File: src/rtl/sdram_rd_burst_seq.sv
module sdram_rd_burst_seq #(
  parameter int COL_W = 9,
  parameter int BA_W  = 2
) (
  input  logic             clk,
  input  logic             rst_n,
  input  logic             cs_n,
  input  logic             ras_n,
  input  logic             cas_n,
  input  logic             we_n,
  input  logic [BA_W-1:0]  ba,
  input  logic [COL_W-1:0] col_in,
  input  logic [2:0]       bl_sel,
  input  logic             ilv,
  input  logic             cl3,
  output logic [COL_W-1:0] col_out,
  output logic             col_vld,
  output logic             dq_oe,
  output logic [COL_W-1:0] dq_col,
  output logic             burst_end
);
  localparam int PIPE = 3;

  function automatic logic [COL_W-1:0] len_mask(input logic [2:0] s);
    case (s)
      3'd1:    return COL_W'(1);
      3'd2:    return COL_W'(3);
      3'd3:    return COL_W'(7);
      3'd7:    return '1;
      default: return '0;
    endcase
  endfunction

  function automatic logic [COL_W-1:0] beat_col(input logic [COL_W-1:0] s,
      input logic [COL_W-1:0] k, input logic [COL_W-1:0] m, input logic x);
    logic [COL_W-1:0] low;
    low = x ? (s ^ k) : (s + k);
    return (s & ~m) | (low & m);
  endfunction

  wire sel = !cs_n;
  wire rd  = sel &  ras_n & !cas_n &  we_n;
  wire wr  = sel &  ras_n & !cas_n & !we_n;
  wire bst = sel &  ras_n &  cas_n & !we_n;
  wire pre = sel & !ras_n &  cas_n & !we_n;

  logic [COL_W-1:0] start_q, cnt_q, mask_q;
  logic [BA_W-1:0]  bank_q;
  logic             ilv_q, fp_q, col_last;

  wire              kill    = wr | bst | (pre & (ba == bank_q));
  wire [COL_W-1:0]  m_new   = len_mask(bl_sel);
  wire              fp_new  = (bl_sel == 3'd7);
  wire [COL_W-1:0]  cnt_nx  = cnt_q + 1'b1;

  always_ff @(posedge clk) begin
    if (!rst_n) begin
      start_q <= '0; cnt_q <= '0; mask_q <= '0; bank_q <= '0;
      ilv_q <= 1'b0; fp_q <= 1'b0;
      col_out <= '0; col_vld <= 1'b0; col_last <= 1'b0;
    end else if (rd) begin
      start_q  <= col_in;
      cnt_q    <= '0;
      mask_q   <= m_new;
      bank_q   <= ba;
      ilv_q    <= ilv & !fp_new;
      fp_q     <= fp_new;
      col_out  <= col_in;
      col_vld  <= 1'b1;
      col_last <= !fp_new && (m_new == '0);
    end else if (kill) begin
      col_vld  <= 1'b0;
      col_last <= 1'b0;
    end else if (col_vld) begin
      if (col_last) begin
        col_vld  <= 1'b0;
        col_last <= 1'b0;
      end else begin
        cnt_q    <= cnt_nx;
        col_out  <= beat_col(start_q, cnt_nx, mask_q, ilv_q);
        col_last <= !fp_q && (cnt_nx == mask_q);
      end
    end
  end

  logic [PIPE-1:0]  vp, lp;
  logic [COL_W-1:0] cp [PIPE];

  always_ff @(posedge clk) begin
    if (!rst_n || wr) begin
      vp <= '0;
      lp <= '0;
      for (int i = 0; i < PIPE; i++) cp[i] <= '0;
    end else begin
      vp    <= {vp[PIPE-2:0], col_vld};
      lp    <= {lp[PIPE-2:0], col_last};
      cp[0] <= col_out;
      for (int i = 1; i < PIPE; i++) cp[i] <= cp[i-1];
    end
  end

  assign dq_oe     = cl3 ? vp[2] : vp[1];
  assign dq_col    = cl3 ? cp[2] : cp[1];
  assign burst_end = cl3 ? lp[2] : lp[1];

  a_r2_first_beat: assert property (@(posedge clk) disable iff (!rst_n)
    rd |=> (col_vld && col_out == $past(col_in)));
  a_r3_stay_in_block: assert property (@(posedge clk) disable iff (!rst_n)
    (col_vld && !col_last && !rd && !kill) |=> (((col_out ^ $past(col_out)) & ~mask_q) == '0));
  a_r6_end_on_beat: assert property (@(posedge clk) disable iff (!rst_n)
    burst_end |-> dq_oe);
  a_r6_page_no_end: assert property (@(posedge clk) disable iff (!rst_n)
    (col_vld && fp_q) |-> !col_last);
  a_r8_stop_halts: assert property (@(posedge clk) disable iff (!rst_n)
    bst |=> !col_vld);
  a_r9_other_bank: assert property (@(posedge clk) disable iff (!rst_n)
    (pre && ba != bank_q && col_vld && !col_last) |=> col_vld);
  a_r10_write_flush: assert property (@(posedge clk) disable iff (!rst_n)
    wr |=> (!col_vld && !dq_oe && !burst_end));
endmodule

File: config.mk
export PLATFORM = sky130hd
export DESIGN_NAME = sdram_rd_burst_seq
export DESIGN_NICKNAME = d
export VERILOG_FILES = /design/src/rtl/sdram_rd_burst_seq.sv
export SDC_FILE = /design/constraint.sdc
export NUM_CORES = 1
export LEC_CHECK = 0
export CORE_MARGIN = 2
export CORE_UTILIZATION = 65
export CTS_BUF_LIST = sky130_fd_sc_hd__clkbuf_2 sky130_fd_sc_hd__clkbuf_4 sky130_fd_sc_hd__clkbuf_8
export DETAILED_ROUTE_END_ITERATION = 10
export DONT_BUFFER_PORTS = 1
export PLACE_DENSITY = 0.78
export SETUP_SLACK_MARGIN = 0.5
export SYNTH_ARGS = -nofsm -noshare
export SYNTH_HDL_FRONTEND = slang
export SYNTH_SLANG_ARGS = --single-unit
File: constraint.sdc
create_clock -name clk -period 3.4 [get_ports clk]
set_clock_uncertainty 0.05 [all_clocks]
set_input_delay 0.34 -clock clk [delete_from_list [all_inputs] [get_ports clk]]
set_output_delay 0.34 -clock clk [all_outputs]
set_load 0.02 [all_outputs]
==> out/results.tsv, run 1 <==
stage	metric	value	unit
outcome	outcome	completed	
floorplanning	rows	25	
floorplanning	start_util	0.680	
routing	viasPerCell	5.73	
synth	netlist_area	0.00323	mm²
routing	drt_iter0_drc	144	
synth	synth_top_area_frac	0.427	
grt	grt_pass1_wl	11000	µm
worst_setup_path	critPathLaunchType	flop	
cells_and_area	syn2layout_area_growth	14.8	%
routing	postRouteAntennaNets	0	
worst_setup_path	worstSetupEndpointType	flop	
clock_network	path_clk_slew	80	ps
clock_network	cts_hold_buf	0	
clock_network	clock_latency	350	ps
placed_design	place.gp.congestion	0.873	
power	p_per_area	428	mW/mm²
routing	drc_errors	0	
sta	setup_viol	0	
synth	synth_fp_nets	402	
floorplanning	core_area	0.00475	mm²
synth	synth_ff_type	dfxtp_1	
cells_and_area	final_nets	405	
placed_design	numPortBuffers	0	
placed_design	dpl_worst_slack	277	ps
clock_network	htreeDepth	3	
synth	postSynthAreaPerCell	8.79	µm²
sta	grt_setup_unrepaired	false	
clock_network	numClockSinks	69	
worst_setup_path	required	3560	ps
synth	synth_cell_types	46	
placed_design	place_hpwl	4740	µm
sta	worstMarginPinSlew	953	ps
floorplanning	dieWidth	74.5	µm
synth	synth-edff-count	0	
sta	fin_crit_sh	0.826	
synth	ys_top_cells_by_count	dfxtp_1, nand2_1, a21oi_1	
synth	synthArstFlopShare	0	
worst_setup_path	crit_family	compound AO/OA/AOI/OAI gates	
routing	routed_wl	7150	µm
sta	tns	0	ps
sta	max_slew_margin	0.364	
worst_setup_path	path_cells	nand4_1 -> nor2_4 -> xor2_2 -> ha_1 -> a21oi_2 -> nand2_1 -> o21ai_4 -> mux4_2 -> o31ai_2 -> o221ai_1	
sta	setup_ws	592	ps
clock_network	cts_root_buffer	clkbuf_8	
floorplanning	boundaryPins	43	
worst_setup_path	critical_path_class	flop to flop	
clock_network	cts_tree	built	
floorplanning	die_h	74.5	µm
routing	detail_route.first_pass.iterations	4	
routing	wl_per_cell	16.1	µm
clock_network	cts_buffer_depth	2	
grt	grt_max_degree	34	
sta	drv_slew	0	
grt	antenna_found_initial	0	
cells_and_area	drive_above_1_share	0.194	
synth	synth_top_area_cell	dfxtp_1	
worst_setup_path	worst-path-buf-inv	0	
hold_path	holdCritPathClass	input port to flop	
floorplanning	die_area	0.00556	mm²
clock_network	cts-buffers-inserted	9	
power	max-vdd-ir-drop	0.000277	V
worst_setup_path	slowest_stage	mux4_2	
worst_setup_path	cp_max_fo	7	
synth	synth_warnings	0	
synth	ys_seq_area_frac	0.427	
power	p_leak	1.37	nW
synth	yosysMostFrequentCell	dfxtp_1	
grt	gr-usage-all-layers	0.268	
grt	grt_pass1_vias	2327	
grt	grt_overflow	0	
worst_setup_path	cpPeakStageDelay	530	ps
cells_and_area	diodes	0	
synth	syn_inst	368	
run	drv_cap	0	
sta	finalHoldViolations	0	
sta	max_freq	356	MHz
synth	ys_seq_elements	69	
cells_and_area	nFillCells	325	
routing	via_count	2539	
sta	min_period	2810	ps
synth	netlist_top_cells_area	dfxtp_1, and2_1, a21oi_1, nand2_1, xnor2_1	
worst_setup_path	arrival	2970	ps
registers in the layout (all words and copies together), names as in the netlist, 2 cells and up:
name / count
col_out: 9
bank_q: 2
vp: 3
start_q: 9
cnt_q: 9
lp: 3
mask_q: 4
cp: 27
cell usage in the layout, fill, tap and decap left out, types with 3 or more instances in the layout:
cell type / instances
dfxtp_1: 62
nand2_1: 43
and2_1: 34
a21oi_1: 31
nor2_1: 24
xnor2_1: 16
o21ai_0: 14
buf_4: 13
mux2_2: 12
inv_1: 9
clkbuf_8: 9
nand3_1: 8
ha_1: 7
nor2b_1: 6
nor3_1: 5
xor2_1: 4
mux2i_1: 4
dfxtp_4: 4
nor3b_1: 3
a31oi_1: 3
a211oi_1: 3
o22ai_1: 3
o31ai_1: 3
a21oi_2: 3
ha_4: 3
dfxtp_2: 3
through the flow:
step / area [µm²] / utilization / hold slack (ps) / cells / total power [mW]
floorplan: 3240 / - / 356 / 368 / 0.907
global placement: 3270 / 0.688 / 357 / 416 / 0.918
detailed placement: 3270 / 0.688 / 360 / 416 / 0.920
CTS: 3530 / 0.743 / 61.0 / 433 / 1.60
global route: 3710 / 0.781 / 61.4 / 443 / 1.65
finish: 3710 / 0.781 / 62.8 / 443 / 1.59
per-layer routing:
metal | up-vias | track usage | share of wire
li1 | 1258 | - | -
met1 | 1194 | 0.319 | 0.42
met2 | 70 | 0.447 | 0.49
met3 | 17 | 0.0691 | 0.059
met4 | 0 | 0.135 | 0.029
met5 | - | 0 | 0
path summary, 6_finish.rpt:
| path | start | end | slack [ps] | depth (start not counted) |
|---|---|---|---|---|
| worst min register to register | cp[0][7] | cp[0][16] | 380 | 1 |
| worst min-delay path | rst_n | col_out[6] | 60 | 1 |
| worst max-delay path | cnt_q[3] | col_out[8] | 590 | 10 |
| worst max register to register | cnt_q[3] | col_out[8] | 590 | 10 |
power by group:
part           internal [mW]  total, mW  switching, mW
Sequential             0.817      0.836         0.0183
Combinational         0.0257     0.0652         0.0395
Clock                  0.350      0.690          0.340
Total                   1.19       1.59          0.398
logic make-up after synthesis:
| kind of cell | count (synthesis) | share of synthesized area |
|---|---|---|
| adder cells (fa/ha/maj) | 12 | 0.0487 |
| AND/OR/NAND/NOR | 141 | 0.225 |
| XOR/XNOR | 24 | 0.0650 |
| AO/OA/AOI/OAI | 75 | 0.138 |
| flip-flops | 69 | 0.427 |
| multiplexers | 17 | 0.0611 |
| buffers and inverters | 30 | 0.0356 |
cell type report:
type                       count  area, µm²  share of cell area
timing repair buffer          13       97.6              0.0263
multi-input combinational    269       1890               0.509
clock inverter                 7       82.6              0.0222
sequential                    69       1400               0.377
inverter                       9       33.8             0.00910
tap                           67       83.8              0.0226
clock buffer                   9        124              0.0334
repair_timing:
| action | 4_1_cts | 5_1_grt |
|---|---|---|
| cloned | 0 | 0 |
| buffers inserted | 1 | 10 |
| resized for setup | 13 | 20 |
| pin swaps | 1 | 13 |
| endpoints found under the setup margin | 1 | 1 |
(Power assumes the default switching activity.)
==> run 2, diff against run 1 <==
--- a/config.mk
+++ b/config.mk
@@ -6,11 +6,11 @@
 export NUM_CORES = 1
 export LEC_CHECK = 0
 export CORE_MARGIN = 2
-export CORE_UTILIZATION = 65
+export CORE_UTILIZATION = 59
 export CTS_BUF_LIST = sky130_fd_sc_hd__clkbuf_2 sky130_fd_sc_hd__clkbuf_4 sky130_fd_sc_hd__clkbuf_8
 export DETAILED_ROUTE_END_ITERATION = 10
 export DONT_BUFFER_PORTS = 1
-export PLACE_DENSITY = 0.78
+export PLACE_DENSITY = 0.75
 export SETUP_SLACK_MARGIN = 0.5
 export SYNTH_ARGS = -nofsm -noshare
 export SYNTH_HDL_FRONTEND = slang
==> constraint.sdc (replaced) <==
create_clock -name clk -period 2.5 [get_ports clk]
set_clock_uncertainty 0.05 [all_clocks]
set_input_delay 0.25 -clock clk [delete_from_list [all_inputs] [get_ports clk]]
set_output_delay 0.25 -clock clk [all_outputs]
set_load 0.02 [all_outputs]
==> run 2 against run 1 <==
Against the previous run: setup slack worse by 770 ps; worst hold slack worse by 51 ps; critical path type unchanged; global-route usage up 0.72 points; non-clock buffer count up 50; critical path depth unchanged; sequential cell count unchanged; final cell count up 12%; the flow now finishes with violations (negative setup slack); routed wire length up 17%; total power up 30%; clock power up 18%; die area up 9.6%.
==> out/results.tsv, run 2 (synthesized netlist as in run 1, its figures left out) <==
stage	metric	value	unit	change
outcome	outcome	finished with violations		
outcome	violations	negative setup slack		
floorplanning	core_area	0.00520	mm²	+9.5%
clock_network	cts_root_buffer	clkbuf_8		
worst_setup_path	r2r-start	cnt_q[0]		
power	clockPowerShare	0.391		-0.043
sta	finalHoldViolations	0		unchanged
cells_and_area	fin_util	0.821		+0.0399
routing	drt_iter0_drc	128		-11%
power	power_frac_seq	0.548		+0.023
routing	wl_per_cell	16.8	µm	+4.3%
floorplanning	start_util	0.621		-0.0589
clock_network	numClockSinks	69		unchanged
hold_path	whs_endpoint	mask_q[2]		
sta	grt_setup_unrepaired	true		
sta	drv_slew	0		unchanged
worst_setup_path	ff2ff_setup_slack	-180	ps	-770 ps
grt	antenna_found_initial	0		unchanged
placed_design	numPortBuffers	0		unchanged
placed_design	place_area	0.00369	mm²	+13%
power	swShare	0.254		+0.00354
cells_and_area	final_common_cell	dfxtp_1		
hold_path	holdCritPathClass	input port to flop		
cells_and_area	diodes	0		unchanged
routing	viasPerCell	5.69		-0.80%
placed_design	dpl_worst_slack	-265	ps	-542 ps
routing	routed_wl	8360	µm	+17%
placed_design	place_hpwl	5480	µm	+16%
floorplanning	die_h	78.0	µm	+4.7%
cells_and_area	final_nets	455		+12%
grt	grt_max_degree	34		unchanged
sta	fin_crit_sh	1.07		+0.244
grt	gr-usage-all-layers	0.275		+0.00723
clock_network	htreeDepth	3		unchanged
worst_setup_path	cp_max_fo	5		-2
worst_setup_path	worst_r2r_endpoint	col_out[8]		
cells_and_area	drive_above_1_share	0.305		+0.111
sta	max_slew_margin	0.337		-0.0271
power	internal_power	1.55	mW	+30%
sta	setup_viol	1		+1
floorplanning	boundaryPins	43		unchanged
run	drv_cap	0		unchanged
worst_setup_path	reg2reg_depth	10		unchanged
placed_design	place.gp.congestion	0.964		+10%
cells_and_area	final_cell_area	0.00427	mm²	+15%
power	max-vdd-ir-drop	0.000435	V	+57%
power	p_per_area	485	mW/mm²	+13%
sta	setup_ws	-175	ps	-767 ps
floorplanning	rows	26		+4.0%
cells_and_area	top_register	cp		
power	p_leak	1.64	nW	+20%
routing	drc_errors	0		unchanged
worst_setup_path	required	2650	ps	-910 ps
cells_and_area	largest_register_ffs	27		unchanged
floorplanning	die_area	0.00609	mm²	+9.6%
sta	max_freq	374	MHz	+5.0%
power	p_switching	526	µW	+32%
grt	grt_overflow	0		unchanged
power	fin_total_pwr	2.07	mW	+30%
routing	detail_route.first_pass.iterations	5		+1
sta	worstMarginPinSlew	994	ps	+40.7 ps
clock_network	cts-buffers-inserted	9		unchanged
sta	tns	-175	ps	-175 ps
cells_and_area	final_cell_mix	dfxtp_1, buf_4, nand2_1, and2_1, a21oi_1		
sta	min_period	2680	ps	-133 ps
floorplanning	dieWidth	78.0	µm	+4.7%
hold_path	holdPathStages	2		+1
clock_network	cts_buffer_depth	2		unchanged
worst_setup_path	critical_path_class	flop to flop		
clock_network	path_clk_slew	70	ps	about the same
grt	grt_pass1_wl	13000	µm	+18%
worst_setup_path	arrival	2830	ps	-140 ps
worst_setup_path	worstSetupEndpointType	flop		
clock_network	cts_tree	built		
grt	grt_pass1_vias	2746		+18%
cells_and_area	syn2layout_area_growth	32.1	%	
routing	postRouteAntennaNets	0		unchanged
routing	via_count	2820		+11%
worst_setup_path	critPathLaunchType	flop		
clock_network	clock_latency	350	ps	about the same
hold_path	hp-start	bl_sel[1]		
power	power_frac_comb	0.062		+0.021
[run 2: cell count changes in the layout (fill, tap and decap cells not counted), moves of 3 or more]
cell	change
a21oi_1	-3
a21oi_2	+3
buf_4	+33
buf_6	+6
dlygate4sd3_1	+10
ha_1	-3
ha_4	+3
o21ai_0	-4
[run 2: stage by stage]
| step | hold WS, ps | instances |
|---|---|---|
| 6_report | 11.3 | 496 |
| 5_1_grt | 10.3 | 496 |
| 4_1_cts | 3.15 | 492 |
| 3_5_place_dp | 336 | 459 |
| 3_3_place_gp | 336 | 459 |
| 2_1_floorplan | 336 | 368 |
[run 2: repair_timing]
| item | 4_1_cts | 5_1_grt |
|---|---|---|
| endpoints found under the setup margin | 6 | 8 |
| endpoints found under the hold margin | 14 | 0 |
| pin swaps | 22 | 11 |
| hold buffers | 10 | 0 |
| gates resized for setup | 25 | 16 |
| buffers inserted | 7 | 4 |
[run 2: routing by layer]
layer	part of all wire	vias up	global-route usage
met5	0	-	0
met4	0.028	0	0.121
met3	0.068	21	0.0736
met2	0.48	107	0.467
met1	0.42	1329	0.328
li1	-	1363	-
[run 2: layout make-up]
cell class,instances,area (µm²)
clock buffers,10,131
clock inverters,6,47.5
fillers,320,932
inverters,9,33.8
multi-input cells,269,2040
flip-flops and latches,69,1400
well taps,70,87.6
repair buffers,63,533
[run 2: critical path: stages (launching register included)]
cell	delay, ps
dfxtp_4	380
and3_4	250
nand3_4	110
xnor2_4	210
ha_4	240
a21oi_2	170
nand2_2	90
o21ai_4	170
mux4_2	510
o31ai_1	200
o221ai_1	140
[run 2: worst max path at each step]
| stage | slack [ps] | to | start | cells past startpoint |
|---|---|---|---|---|
| final | -180 | col_out[8] | cnt_q[0] | 10 |
| after global routing | -280 | col_out[8] | cnt_q[2] | 10 |
| after CTS | -190 | col_out[8] | cnt_q[0] | 10 |
| after detailed placement | -270 | col_out[8] | cnt_q[2] | 10 |
| after global placement | -100 | col_out[8] | cnt_q[2] | 10 |
| after floorplan | -130 | col_out[8] | cnt_q[2] | 11 |
[run 2: power by group through the flow]
stage          Clock [mW]  Combinational, mW  Sequential (mW)
2_1_floorplan           0             0.0771             1.16
3_3_place_gp            0             0.0985             1.16
3_5_place_dp            0              0.101             1.16
4_1_cts             0.826              0.120             1.13
5_1_grt             0.868              0.140             1.14
6_report            0.811              0.128             1.14
